==> config.mk <==
export PLATFORM = sky130hd
export DESIGN_NAME = mul_shift_add
export DESIGN_NICKNAME = d
export VERILOG_FILES = /design/src/rtl/mul_pkg.sv /design/src/rtl/mul_seq_ctrl.sv /design/src/rtl/mul_seq_datapath.sv /design/src/rtl/mul_shift_add.sv
export SDC_FILE = /design/constraint.sdc
export NUM_CORES = 1
export LEC_CHECK = 0
export ABC_AREA = 1
export CORE_MARGIN = 2
export CORE_UTILIZATION = 60
export CTS_BUF_LIST = sky130_fd_sc_hd__clkbuf_2
export DETAILED_ROUTE_END_ITERATION = 8
export DONT_BUFFER_PORTS = 1
export PLACE_DENSITY = 0.86
export SETUP_SLACK_MARGIN = 0.1
export SLEW_MARGIN = 20
export SYNTH_ARGS = -nofsm -noshare
export SYNTH_HDL_FRONTEND = slang
export SYNTH_SLANG_ARGS = --single-unit
==> constraint.sdc <==
create_clock -name clk -period 2.6 [get_ports clk]
set_input_delay 0.39 -clock clk [delete_from_list [all_inputs] [get_ports clk]]
set_output_delay 0.39 -clock clk [all_outputs]
set_load 0.05 [all_outputs]
==> src/rtl/mul_pkg.sv <==
package mul_pkg;
  localparam int unsigned DEF_WIDTH = 32;

  function automatic int unsigned cnt_bits(input int unsigned steps);
    return (steps <= 2) ? 1 : $clog2(steps);
  endfunction
endpackage

==> src/rtl/mul_seq_ctrl.sv <==
module mul_seq_ctrl #(
  parameter int unsigned STEPS = mul_pkg::DEF_WIDTH
) (
  input  logic clk,
  input  logic rst,
  input  logic start,
  output logic load,
  output logic busy,
  output logic done
);
  localparam int unsigned CW = mul_pkg::cnt_bits(STEPS);
  localparam logic [CW-1:0] LAST = CW'(STEPS - 1);

  logic [CW-1:0] step_cnt;

  assign load = start && !busy;

  always_ff @(posedge clk) begin
    if (rst) begin
      busy     <= 1'b0;
      done     <= 1'b0;
      step_cnt <= '0;
    end else begin
      done <= 1'b0;
      if (load) begin
        busy     <= 1'b1;
        step_cnt <= '0;
      end else if (busy) begin
        if (step_cnt == LAST) begin
          busy <= 1'b0;
          done <= 1'b1;
        end else begin
          step_cnt <= step_cnt + 1'b1;
        end
      end
    end
  end

  // done lasts a single cycle
  a_r3_done_single: assert property (@(posedge clk) disable iff (rst)
    done |=> !done);
  // done only ends a busy span
  a_r3_done_after_busy: assert property (@(posedge clk) disable iff (rst)
    done |-> ($past(busy) && !busy));
  // an accepted start makes the unit busy
  a_r4_busy_on_start: assert property (@(posedge clk) disable iff (rst)
    (start && !busy) |=> busy);
  // a start while busy does not restart the counter
  a_r5_no_restart: assert property (@(posedge clk) disable iff (rst)
    (busy && step_cnt != LAST) |=> (step_cnt == $past(step_cnt) + 1'b1));
endmodule

==> src/rtl/mul_seq_datapath.sv <==
module mul_seq_datapath #(
  parameter int unsigned W = mul_pkg::DEF_WIDTH
) (
  input  logic         clk,
  input  logic         rst,
  input  logic         load,
  input  logic         step,
  input  logic [W-1:0] mcand_in,
  input  logic [W-1:0] mplier_in,
  output logic [W-1:0] acc_hi,
  output logic [W-1:0] acc_lo
);
  logic [W-1:0] mcand_q;
  logic [W:0]   addend;
  logic [W:0]   sum;

  // Add the multiplicand only when the bit leaving at the bottom is set.
  assign addend = acc_lo[0] ? {1'b0, mcand_q} : '0;
  assign sum    = {1'b0, acc_hi} + addend;

  always_ff @(posedge clk) begin
    if (rst) begin
      mcand_q <= '0;
      acc_hi  <= '0;
      acc_lo  <= '0;
    end else if (load) begin
      mcand_q <= mcand_in;
      acc_hi  <= '0;
      acc_lo  <= mplier_in;
    end else if (step) begin
      acc_hi <= sum[W:1];
      acc_lo <= {sum[0], acc_lo[W-1:1]};
    end
  end

  // the captured multiplicand stays fixed during a run
  a_r6_mcand_stable: assert property (@(posedge clk) disable iff (rst)
    step |=> $stable(mcand_q));
  // a fresh load clears the upper half
  a_r2_load_clears_hi: assert property (@(posedge clk) disable iff (rst)
    load |=> (acc_hi == '0));
  // the idle register holds its value
  a_r10_hold_idle: assert property (@(posedge clk) disable iff (rst)
    (!load && !step) |=> ($stable(acc_hi) && $stable(acc_lo)));
endmodule

==> src/rtl/mul_shift_add.sv <==
module mul_shift_add #(
  parameter int unsigned W = mul_pkg::DEF_WIDTH
) (
  input  logic         clk,
  input  logic         rst,
  input  logic         start,
  input  logic [W-1:0] multiplicand,
  input  logic [W-1:0] multiplier,
  output logic         busy,
  output logic         done,
  output logic [W-1:0] prod_hi,
  output logic [W-1:0] prod_lo
);
  logic load;

  mul_seq_ctrl #(.STEPS(W)) ctrl_i (
    .clk   (clk),
    .rst   (rst),
    .start (start),
    .load  (load),
    .busy  (busy),
    .done  (done)
  );

  mul_seq_datapath #(.W(W)) dp_i (
    .clk       (clk),
    .rst       (rst),
    .load      (load),
    .step      (busy),
    .mcand_in  (multiplicand),
    .mplier_in (multiplier),
    .acc_hi    (prod_hi),
    .acc_lo    (prod_lo)
  );

  // busy and done never overlap
  a_r4_busy_done_excl: assert property (@(posedge clk) disable iff (rst)
    !(busy && done));
endmodule

=== Word level (Yosys, flattened, before mapping) ===
Cells that the tools add are included.

* Add/subtract/negate cells: 2
* Equality and inequality tests: 1
* Muxes and demuxes: 7
* Bitwise operators: 2
* Reductions and logical operators: 6

{| class="wikitable"
|+ Operators by type and width
! operator !! number
|-
| 32-bit two-way mux || 3
|-
| 32-bit by 33-bit adder with 33-bit output || 1
|-
| 5-bit by 1-bit adder with 5-bit output (second input constant) || 1
|-
| 5-bit == test (second input constant) || 1
|-
| 1-bit two-way mux || 4
|-
| 3-bit OR reduction || 1
|-
| 1-bit inverter || 2
|-
| 2-bit AND reduction || 1
|-
| 2-bit nonzero test || 1
|-
| 2-bit OR reduction || 1
|-
| 1-bit logical AND || 1
|-
| 1-bit logical NOT || 1
|}

* Bits in registers: 103
* Word-level logic and storage cells: 24

=== Longest topological paths before layout ===
Gate-level depths: netlist (run 1).

* Depth after elaboration: 4
* Depth in mapped cells: 17
* Depth with buffers taken out: 15

=== By module ===
Synthesis (run 1) repeated with hierarchy kept, for this count alone.

* Cells, all modules: 1080
* Area total of the unflattened synthesis: 6640.1 um^2

{| class="wikitable"
|+ Modules (own cells, without submodules)
! module !! times used !! cells each !! area an instance (um^2)
|-
| mul_seq_datapath || 1 || 1036 || 6284.8
|-
| mul_seq_ctrl || 1 || 44 || 355.3
|}

=== Least setup slack after synthesis (run 1) ===
No wires, ideal clock.

* Kind: register -> register
* Start: register dp_i.acc_lo[0]
* End: register dp_i.acc_hi[19]
* Library setup time: 0.109 ns
* Data arrival time: 2.374 ns
* Slack: 0.117 ns
* Cell stages (with the launch flop): 16
* Path buffers: 2
* Path through: dfxtp_1 clkbuf_1 clkbuf_1 nand2_1 inv_1 ha_1 fa_1 nand3_1 nand3_1 nand3_1 nand3_1 nand3_1 nand3_1 nand3_1 nand2_1 inv_1

* Word-level cells in the longest chain between the ends: 2

{| class="wikitable"
|+ RTL lines
! item !! RTL line !! source
|-
| start: declaration || mul_seq_datapath.sv:11 || <nowiki>output logic [W-1:0] acc_lo</nowiki>
|-
| start signal: assignment || mul_seq_datapath.sv:29 || <nowiki>acc_lo <= mplier_in;</nowiki>
|-
| start signal: assignment || mul_seq_datapath.sv:32 || <nowiki>acc_lo <= {sum[0], acc_lo[W-1:1]};</nowiki>
|-
| 32-bit two-way mux || mul_seq_datapath.sv:18 || <nowiki>assign addend = acc_lo[0] ? {1'b0, mcand_q} : '0;</nowiki>
|-
| 32-bit by 33-bit adder with 33-bit output || mul_seq_datapath.sv:19 || <nowiki>assign sum = {1'b0, acc_hi} + addend;</nowiki>
|-
| end signal: assignment || mul_seq_datapath.sv:31 || <nowiki>acc_hi <= sum[W:1];</nowiki>
|-
| end: declaration || mul_seq_datapath.sv:10 || <nowiki>output logic [W-1:0] acc_hi,</nowiki>
|}

Every way passes these cells.
A chain may end at the register's enable or synchronous reset.

=== Final worst setup path (run 1) ===
Ends and elaborated chain as after synthesis.

==> results.md, run 1 <==
### Timing
- Peak Freq: 0.436 GHz
- RSZ-0062 raised after global routing: false
- clock tree skew after final layout: 0.0306 ns
- final number of setup-violating endpoints: 0
- Slew HR: 57.2%
- number of slew-limit violations in the final report: 0
- Slew @ Worst Pin: 0.642 ns
- post-route fraction of the period consumed by the critical path: 88.2%
- crit path time final: 2.29 ns
- post-route setup TNS: 0 ns
- number of hold violations in the final report: 0

### Detailed routing
- total length of routed wires: 19.1 mm
- vias per std cell: 5.19
- TritonRoute pass-1 iters: 7
- wire per inst: 13.8 um
- remaining antenna violation count after routing: 0
- number of DRC violations after detailed-routing iteration 0: 438
- total DRC errors in the routed layout: 0
- count of vias placed by the detailed router: 7175

### Cells and area
- fraction of layout cells with a size suffix above 1: 6.28%
- Antenna Diode Count: 0
- area grow syn2layout: 16.2%
- nets: 1340

### Setup path
- worst-path fanout max: 4
- Setup crit end kind: register
- required time worst endpoint: 3.16 ns
- Setup crit start kind: register
- cell occurring most often along the worst timing path: sky130_fd_sc_hd__nand3_1
- Crit path arrival time: 2.85 ns
- cells along the critical path: nand2_1 -> inv_1 -> ha_1 -> fa_1 -> nand3_1 -> nand3_1 -> nand3_1 -> nand3_2 -> nand3_1 -> nand2_1 -> nand2_1 -> nand3_1 -> nand2_1 -> inv_1
- cell type of the slowest stage on the worst timing path: sky130_fd_sc_hd__fa_1
- flop-to-flop setup slack: 0.31 ns
- largest incremental delay on the critical path: 0.48 ns
- worst setup path class: register to register

### Placement
- number of port buffers: 0
- final estimated routing congestion in global placement: 1.01
- DPL Wire Length: 13.0 mm

### Flow run
- MaxCap Viol Count: 0

### Floorplan
- count of pins on the block boundary: 133
- core box area: 10900 um2
- Initial Utilization: 62.1%
- die area: 12200 um2
- die width: 110 um
- std cell rows: 38
- height of the chip: 110 um

### Power and ir drop
- Power Total: 0.00335 W
- Max rail drop VDD: 0.455 mV
- P_leak: 4.68 nW
- power density cells: 424 nW/um2

### Synth
- combinational family with the most area after synthesis: simple AND/OR/NAND/NOR gates
- post-synthesis cell type count: 31
- fraction of synthesized cell area in xor and xnor cells: 1.81%
- Synthesized Nets: 1258
- flops & latches, synth: 103
- adder and majority gate portion of the synthesized area: 6.56%
- share of synthesized area spent on multiplexers: 0%
- Synth Area in Compound Gates: 9.21%
- Syn Inst Count: 1156
- average cell area after synthesis: 5.88 um2
- number of warnings issued by yosys: 0
- synthesized-area fraction occupied by and/or/nand/nor cells: 36.0%
- Post-Synthesis Cell Area: 6790 um2
- proportion of synthesized chip area in sequential cells: 30.4%

### GRT
- largest net degree at the start of global routing: 58
- global route overflow: 0
- antenna violations before repair: 0
- vias in the first global route: 7004
- global-route wire length before repair: 31.6 mm
- GRT Resource Usage Total: 32.9%

### Clocking
- clock tree from TritonCTS: built
- clock buffer depth: 2
- depth of the CTS H-tree: 3
- clock network latency to the later pin of the worst-skew pair: 0.64 ns
- CTS root buffer: sky130_fd_sc_hd__clkbuf_2
- CTS sink count: 103
- clock buffer count from CTS: 9
- clock slew seen by the registers of the worst setup and hold paths: 0.28 ns
- buffer count from post-CTS setup fixing: 0

### Worst hold path
- worst min-delay path category: input port to register

### Outcome
- run status: finished clean

==> cell type report <==
cell class | instances | area (um2)
clock inverters | 5 | 43.8
repair buffers | 110 | 1000
fillers | 907 | 3050
clock buffers | 10 | 50.0
inverters | 242 | 908
flip-flops and latches | 103 | 2060
multi-input cells | 772 | 3650
well taps | 140 | 175
==> metrics by stage <==
step                      cells  area, um2  worst slack (ns)  hold slack, ns  utilization (%)
after floorplan            1156       6790             0.117           0.442                -
after global placement     1302       7140             0.378           0.453             65.3
after detailed placement   1302       7140             0.308           0.454             65.3
after CTS                  1382       7880             0.248          0.0632             72.1
after global routing       1382       7890             0.123          0.0833             72.2
final                      1382       7890             0.306           0.102             72.2
==> critical path: cells and delay by family, from the launching register on <==
kind | cells | cell delay, ns
buffers and inverters | 2 | 0.07
AND/OR/NAND/NOR | 10 | 1.02
adder cells (fa/ha/maj) | 2 | 0.71
flip-flops | 1 | 0.41
==> cells in the mapped netlist <==
library cell	count	area share, %
sky130_fd_sc_hd__xor2_1	12	1.5
sky130_fd_sc_hd__o221ai_1	6	0.77
sky130_fd_sc_hd__xnor2_1	2	0.26
sky130_fd_sc_hd__nand3_2	1	0.15
sky130_fd_sc_hd__nor2_4	1	0.17
sky130_fd_sc_hd__o21ai_1	4	0.29
sky130_fd_sc_hd__dfxtp_1	103	30
sky130_fd_sc_hd__inv_2	1	0.055
sky130_fd_sc_hd__clkinv_1	1	0.055
sky130_fd_sc_hd__nor3_2	1	0.15
sky130_fd_sc_hd__nand2_2	6	0.55
sky130_fd_sc_hd__nor3_1	6	0.44
sky130_fd_sc_hd__o211ai_1	9	0.99
sky130_fd_sc_hd__ha_1	34	6.3
sky130_fd_sc_hd__inv_1	240	13
sky130_fd_sc_hd__fa_1	1	0.29
sky130_fd_sc_hd__buf_2	15	1.1
sky130_fd_sc_hd__buf_1	2	0.11
sky130_fd_sc_hd__nor2_1	172	9.5
sky130_fd_sc_hd__nand3b_1	1	0.11
sky130_fd_sc_hd__clkbuf_1	18	0.99
sky130_fd_sc_hd__nand2_1	340	19
sky130_fd_sc_hd__a21o_1	1	0.11
sky130_fd_sc_hd__nand3_1	73	5.4
sky130_fd_sc_hd__nand4_1	3	0.28
sky130_fd_sc_hd__a21oi_1	28	2.1
sky130_fd_sc_hd__o21bai_1	3	0.33
sky130_fd_sc_hd__buf_4	3	0.33
sky130_fd_sc_hd__buf_6	1	0.17
sky130_fd_sc_hd__o21ai_0	63	4.6
sky130_fd_sc_hd__nor2_2	5	0.46
==> power breakdown <==
group	total, W	switching (W)	internal [W]
logic	0.000758	0.000488	0.000270
clock network	0.000717	0.000580	0.000137
registers	0.00187	0.000184	0.00169
==> worst paths after layout <==
path	from	endpoint	cells past startpoint
worst max-delay path	dp_i.acc_lo[0]$_SDFFE_PP0P_	dp_i.acc_hi[19]$_SDFFE_PP0P_	14
worst max register to register	dp_i.acc_lo[0]$_SDFFE_PP0P_	dp_i.acc_hi[19]$_SDFFE_PP0P_	14
worst min-delay path	start	dp_i.mcand_q[1]$_SDFFE_PP0P_	4
worst min register to register	ctrl_i.step_cnt[4]$_SDFFE_PP0P_	ctrl_i.step_cnt[4]$_SDFFE_PP0P_	2
==> routing by layer <==
layer  routed length [um]  global-route usage, %  vias up  part of all wire [%]
li1                     -                      -     3634                     -
met4                  544                   12.2        0                   2.8
met1                 7720                   37.7     3139                    40
met3                 1650                   8.82       64                   8.7
met5                    0                      0        -                     0
met2                 9180                   58.5      338                    48
==> flip-flops by register name, indices dropped and copies added, names as in the netlist <==
name and flops:
ctrl_i.busy 1, dp_i.mcand_q 32, dp_i.acc_lo 32, ctrl_i.done 1
dp_i.acc_hi 32, ctrl_i.step_cnt 5
==> placed cells by master, fill, tap and decap left out, drive strengths merged <==
cell,n
clkbuf,10
xnor2,2
dfxtp,103
buf,45
a21o,1
dlygate4sd3,65
xor2,12
o221ai,6
nand4,3
o21ai,67
fa,1
nor2,178
clkinvlp,2
nor3,7
clkinv,2
a21oi,28
nand3,74
nand2,346
nand3b,1
ha,34
o21bai,3
o211ai,9
inv,243
==> logic make-up after synthesis <==
kind of cell / count (synthesis)
compound gates: 114
simple gates: 609
flops: 103
fa+ha+maj: 35
xor+xnor: 14
buf+inv: 281
==> repair_timing <==
action                                 4_1_cts  5_1_grt
endpoints found under the hold margin       71        0
setup endpoints to repair                    0        3
hold buffers                                65        0
resized for setup                            0        2
Power figures use the tool's default switching activity.
==> inputs of run 2 (changes only) <==
--- a/config.mk
+++ b/config.mk
@@ -7,13 +7,14 @@
 export LEC_CHECK = 0
 export ABC_AREA = 1
 export CORE_MARGIN = 2
-export CORE_UTILIZATION = 60
+export CORE_UTILIZATION = 55
 export CTS_BUF_LIST = sky130_fd_sc_hd__clkbuf_2
 export DETAILED_ROUTE_END_ITERATION = 8
 export DONT_BUFFER_PORTS = 1
-export PLACE_DENSITY = 0.86
+export PLACE_DENSITY = 0.8
 export SETUP_SLACK_MARGIN = 0.1
 export SLEW_MARGIN = 20
 export SYNTH_ARGS = -nofsm -noshare
 export SYNTH_HDL_FRONTEND = slang
+export SYNTH_HIERARCHICAL = 1
 export SYNTH_SLANG_ARGS = --single-unit
==> run 2 against run 1 <==
  * Power up 14%
  * Global-route usage is 3.1 points lower
  * Final area shrank 1.8%
  * Non-clock buffer count unchanged
  * Area after synthesis shrank 2.2%
  * Maximum frequency grew 0.53%
  * Clock skew rose by 0.0011 ns
  * Synthesized cell count fell by 6.6%
  * Worst hold slack improved by 0.19 ns
  * Sequential cell count unchanged
  * Worst setup slack improved by 0.012 ns
==> results.md, run 2 <==
### Synth
- post-synthesis cell type count: 32
- Async SR Flop Fraction: 0%
- commonest cells in the netlist: sky130_fd_sc_hd__nand2_1, sky130_fd_sc_hd__nor2_1, sky130_fd_sc_hd__inv_1
- Synthesized Nets: 1183
- flops & latches, synth: 103
- library cell with the highest instance count after synthesis: sky130_fd_sc_hd__nand2_1
- count of flip-flops with a built-in enable after synthesis: 0
- post-synth top area cell: sky130_fd_sc_hd__dfxtp_1
- share of the synthesized area in the top cell type: 31.1%
- cell types occupying the most area after synthesis: sky130_fd_sc_hd__dfxtp_1, sky130_fd_sc_hd__nand2_1, sky130_fd_sc_hd__nor2_1
- number of warnings issued by yosys: 6
- Post-Synthesis Cell Area: 6640 um2
- average cell area after synthesis: 6.15 um2
- dominant register cell in the synthesized netlist: sky130_fd_sc_hd__dfxtp_1
- proportion of synthesized chip area in sequential cells: 31.1%
- Syn Inst Count: 1080

### Floorplan
- die width: 114 um
- count of pins on the block boundary: 133
- Initial Utilization: 55.7%
- height of the chip: 114 um
- core box area: 11900 um2
- std cell rows: 40
- die area: 13000 um2

### Power and ir drop
- Internal Pwr Total: 0.00223 W
- P_leak: 4.41 nW
- net switching component of the power: 0.00160 W
- share of total power consumed by net switching: 41.7%
- clock network power share: 18.7%
- register share of total power: 54.4%
- Max rail drop VDD: 0.591 mV
- power density cells: 494 nW/um2
- logic gate share of total power: 26.9%

### Timing
- clock tree skew after final layout: 0.0317 ns
- post-route fraction of the period consumed by the critical path: 87.8%
- number of hold violations in the final report: 0
- number of slew-limit violations in the final report: 0
- Slew @ Worst Pin: 0.742 ns
- crit path time final: 2.28 ns
- post-route setup TNS: 0 ns
- RSZ-0062 raised after global routing: false
- Peak Freq: 0.438 GHz
- Slew HR: 50.5%
- final number of setup-violating endpoints: 0

### Setup path
- critical path launch point: dp_i/acc_lo[0]$_SDFFE_PP0P_
- cell type of the slowest stage on the worst timing path: sky130_fd_sc_hd__dfxtp_4
- Reg2Reg Launch Point: dp_i/acc_lo[0]$_SDFFE_PP0P_
- delay-heaviest family, CP: simple AND/OR/NAND/NOR gates
- required time worst endpoint: 3.16 ns
- flop-to-flop setup slack: 0.32 ns
- largest incremental delay on the critical path: 0.48 ns
- cells along the critical path: clkbuf_4 -> nand2_1 -> inv_1 -> ha_1 -> nand2_2 -> inv_1 -> nand2_1 -> nand2_1 -> a21oi_1 -> nand2_2 -> nand2_1 -> nand2_1 -> nand2_1 -> nand3_1 -> nand2_1 -> inv_1
- Setup crit start kind: register
- Crit path arrival time: 2.84 ns
- worst path buffer plus inverter count: 4
- Worst Reg2Reg Path Length in Cells: 16
- cell occurring most often along the worst timing path: sky130_fd_sc_hd__nand2_1
- worst setup path class: register to register
- worst-path fanout max: 11
- destination of the worst register-to-register timing path: dp_i/acc_hi[20]$_SDFFE_PP0P_
- Setup crit end kind: register

### Placement
- total instance count after detailed placement: 1228
- final estimated routing congestion in global placement: 0.972
- DPL Wire Length: 13.1 mm
- number of port buffers: 0
- Cell Area, Placed: 6970 um2

### Cells and area
- design area: 7750 um2
- top library cells by usage in the layout, fill and taps aside: sky130_fd_sc_hd__nand2_1, sky130_fd_sc_hd__nor2_1, sky130_fd_sc_hd__inv_1
- registers with the most flip-flops: dp_i/acc_hi x32, dp_i/acc_lo x32, dp_i/mcand_q x32
- area grow syn2layout: 16.7%
- fin cells: 1313
- leading cell type in the layout, fill and taps excluded: sky130_fd_sc_hd__nand2_1
- fraction of layout cells with a size suffix above 1: 8.24%
- nets: 1263
- utilization of the core after routing: 65.1%
- number of fill cells in the layout: 1082

### Detailed routing
- wire per inst: 14.5 um
- vias per std cell: 5.27
- TritonRoute pass-1 iters: 5
- total DRC errors in the routed layout: 0
- count of vias placed by the detailed router: 6915
- remaining antenna violation count after routing: 0
- total length of routed wires: 19.1 mm
- number of DRC violations after detailed-routing iteration 0: 478

### GRT
- global-route wire length before repair: 31.0 mm
- global route overflow: 0
- largest net degree at the start of global routing: 66
- antenna violations before repair: 1
- GRT Resource Usage Total: 29.9%
- vias in the first global route: 6530

### Worst hold path
- startpoint of the most critical hold path: rst
- worst min-delay path category: input port to register
- worst-case hold path end point: dp_i/mcand_q[6]$_SDFFE_PP0P_
- hold depth: 4

### Clocking
- clock buffer count from CTS: 9
- depth of the CTS H-tree: 3
- CTS sink count: 103
- CTS root buffer: sky130_fd_sc_hd__clkbuf_2
- clock slew seen by the registers of the worst setup and hold paths: 0.28 ns
- clock network latency to the later pin of the worst-skew pair: 0.64 ns
- clock buffer depth: 2
- clock tree from TritonCTS: built

### Flow run
- MaxCap Viol Count: 0

### Outcome
- run status: finished clean

-- run 2: cell types whose count changed after synthesis, moves of 9 or more --
| cell | delta |
|---|---|
| sky130_fd_sc_hd__nand2_1 | -64 |
| sky130_fd_sc_hd__inv_1 | -58 |
| sky130_fd_sc_hd__o221ai_1 | +26 |
| sky130_fd_sc_hd__nor2_1 | +28 |
| sky130_fd_sc_hd__o211ai_1 | -9 |
| sky130_fd_sc_hd__nand3_1 | -31 |
| sky130_fd_sc_hd__o21ai_0 | -20 |
| sky130_fd_sc_hd__nor3_1 | +26 |
-- run 2: tightest hold or removal path, stage by stage --
cell	delay [ns]
sky130_fd_sc_hd__inv_1	0.03
sky130_fd_sc_hd__buf_4	0.30
sky130_fd_sc_hd__o21ai_0	0.15
sky130_fd_sc_hd__nor2_1	0.05
-- run 2: worst max-delay path by stage --
stage | to | cells past startpoint
floorplan | dp_i/acc_hi[30]$_SDFFE_PP0P_ | 17
global placement | dp_i/acc_hi[19]$_SDFFE_PP0P_ | 14
detailed placement | dp_i/acc_hi[19]$_SDFFE_PP0P_ | 14
CTS | dp_i/acc_hi[19]$_SDFFE_PP0P_ | 14
global route | dp_i/acc_hi[27]$_SDFFE_PP0P_ | 14
finish | dp_i/acc_hi[20]$_SDFFE_PP0P_ | 16
-- run 2: metrics by stage --
step / total power (W) / setup slack (ns) / hold slack (ns)
3_5_place_dp: 0.00302 / 0.285 / 0.480
2_1_floorplan: 0.00278 / 0.167 / 0.458
6_report: 0.00383 / 0.318 / 0.293
5_1_grt: 0.00402 / 0.122 / 0.272
4_1_cts: 0.00381 / 0.251 / 0.242
3_3_place_gp: 0.00301 / 0.329 / 0.471
-- run 2: what timing repair did --
item                                    in CTS  in global routing
endpoints found under the hold margin       70                  0
endpoints found under the setup margin       0                 10
resized for setup                            0                  1
setup buffers                                0                  1
hold buffers                                67                  0
-- run 2: per-layer routing --
metal	track usage, %	wire (um)
met3	7.65	1600
met5	0	0
met1	37.9	8230
met4	12.8	698
met2	48.3	8570
-- run 2: final cells by class --
type	instances	area [um2]	share of cell area (%)
Timing Repair Buffer	110	993	12.8
Inverter	188	707	9.12
Clock inverter	6	46.3	0.597
Tap cell	147	184	2.37
Clock buffer	10	50.0	0.646
Multi-Input combinational cell	748	3700	47.7
Sequential cell	103	2070	26.7
Antenna cell	1	2.50	0.0323
-- run 2: power by group through the flow --
stage / clock network [W] / logic (W) / registers (W)
finish: 0.000715 / 0.00103 / 0.00208
detailed placement: 0 / 0.000911 / 0.00211
CTS: 0.000740 / 0.000995 / 0.00208
global route: 0.000789 / 0.00113 / 0.00210
floorplan: 0 / 0.000563 / 0.00221
global placement: 0 / 0.000896 / 0.00211
-- run 2: cell families (layout without fill, tap and decap cells) --
group / count (synthesis) / after routing / synth area share [%]
buffers and inverters: 229 / 314 / 13.2
adders and majority gates: 36 / 36 / 6.90
DFF: 103 / 103 / 31.1
other: 0 / 1 / 0
xor gates and xnor gates: 14 / 14 / 1.85
and+or+nand+nor: 591 / 591 / 36.9
AOI/OAI and AO/OA: 107 / 107 / 10.1
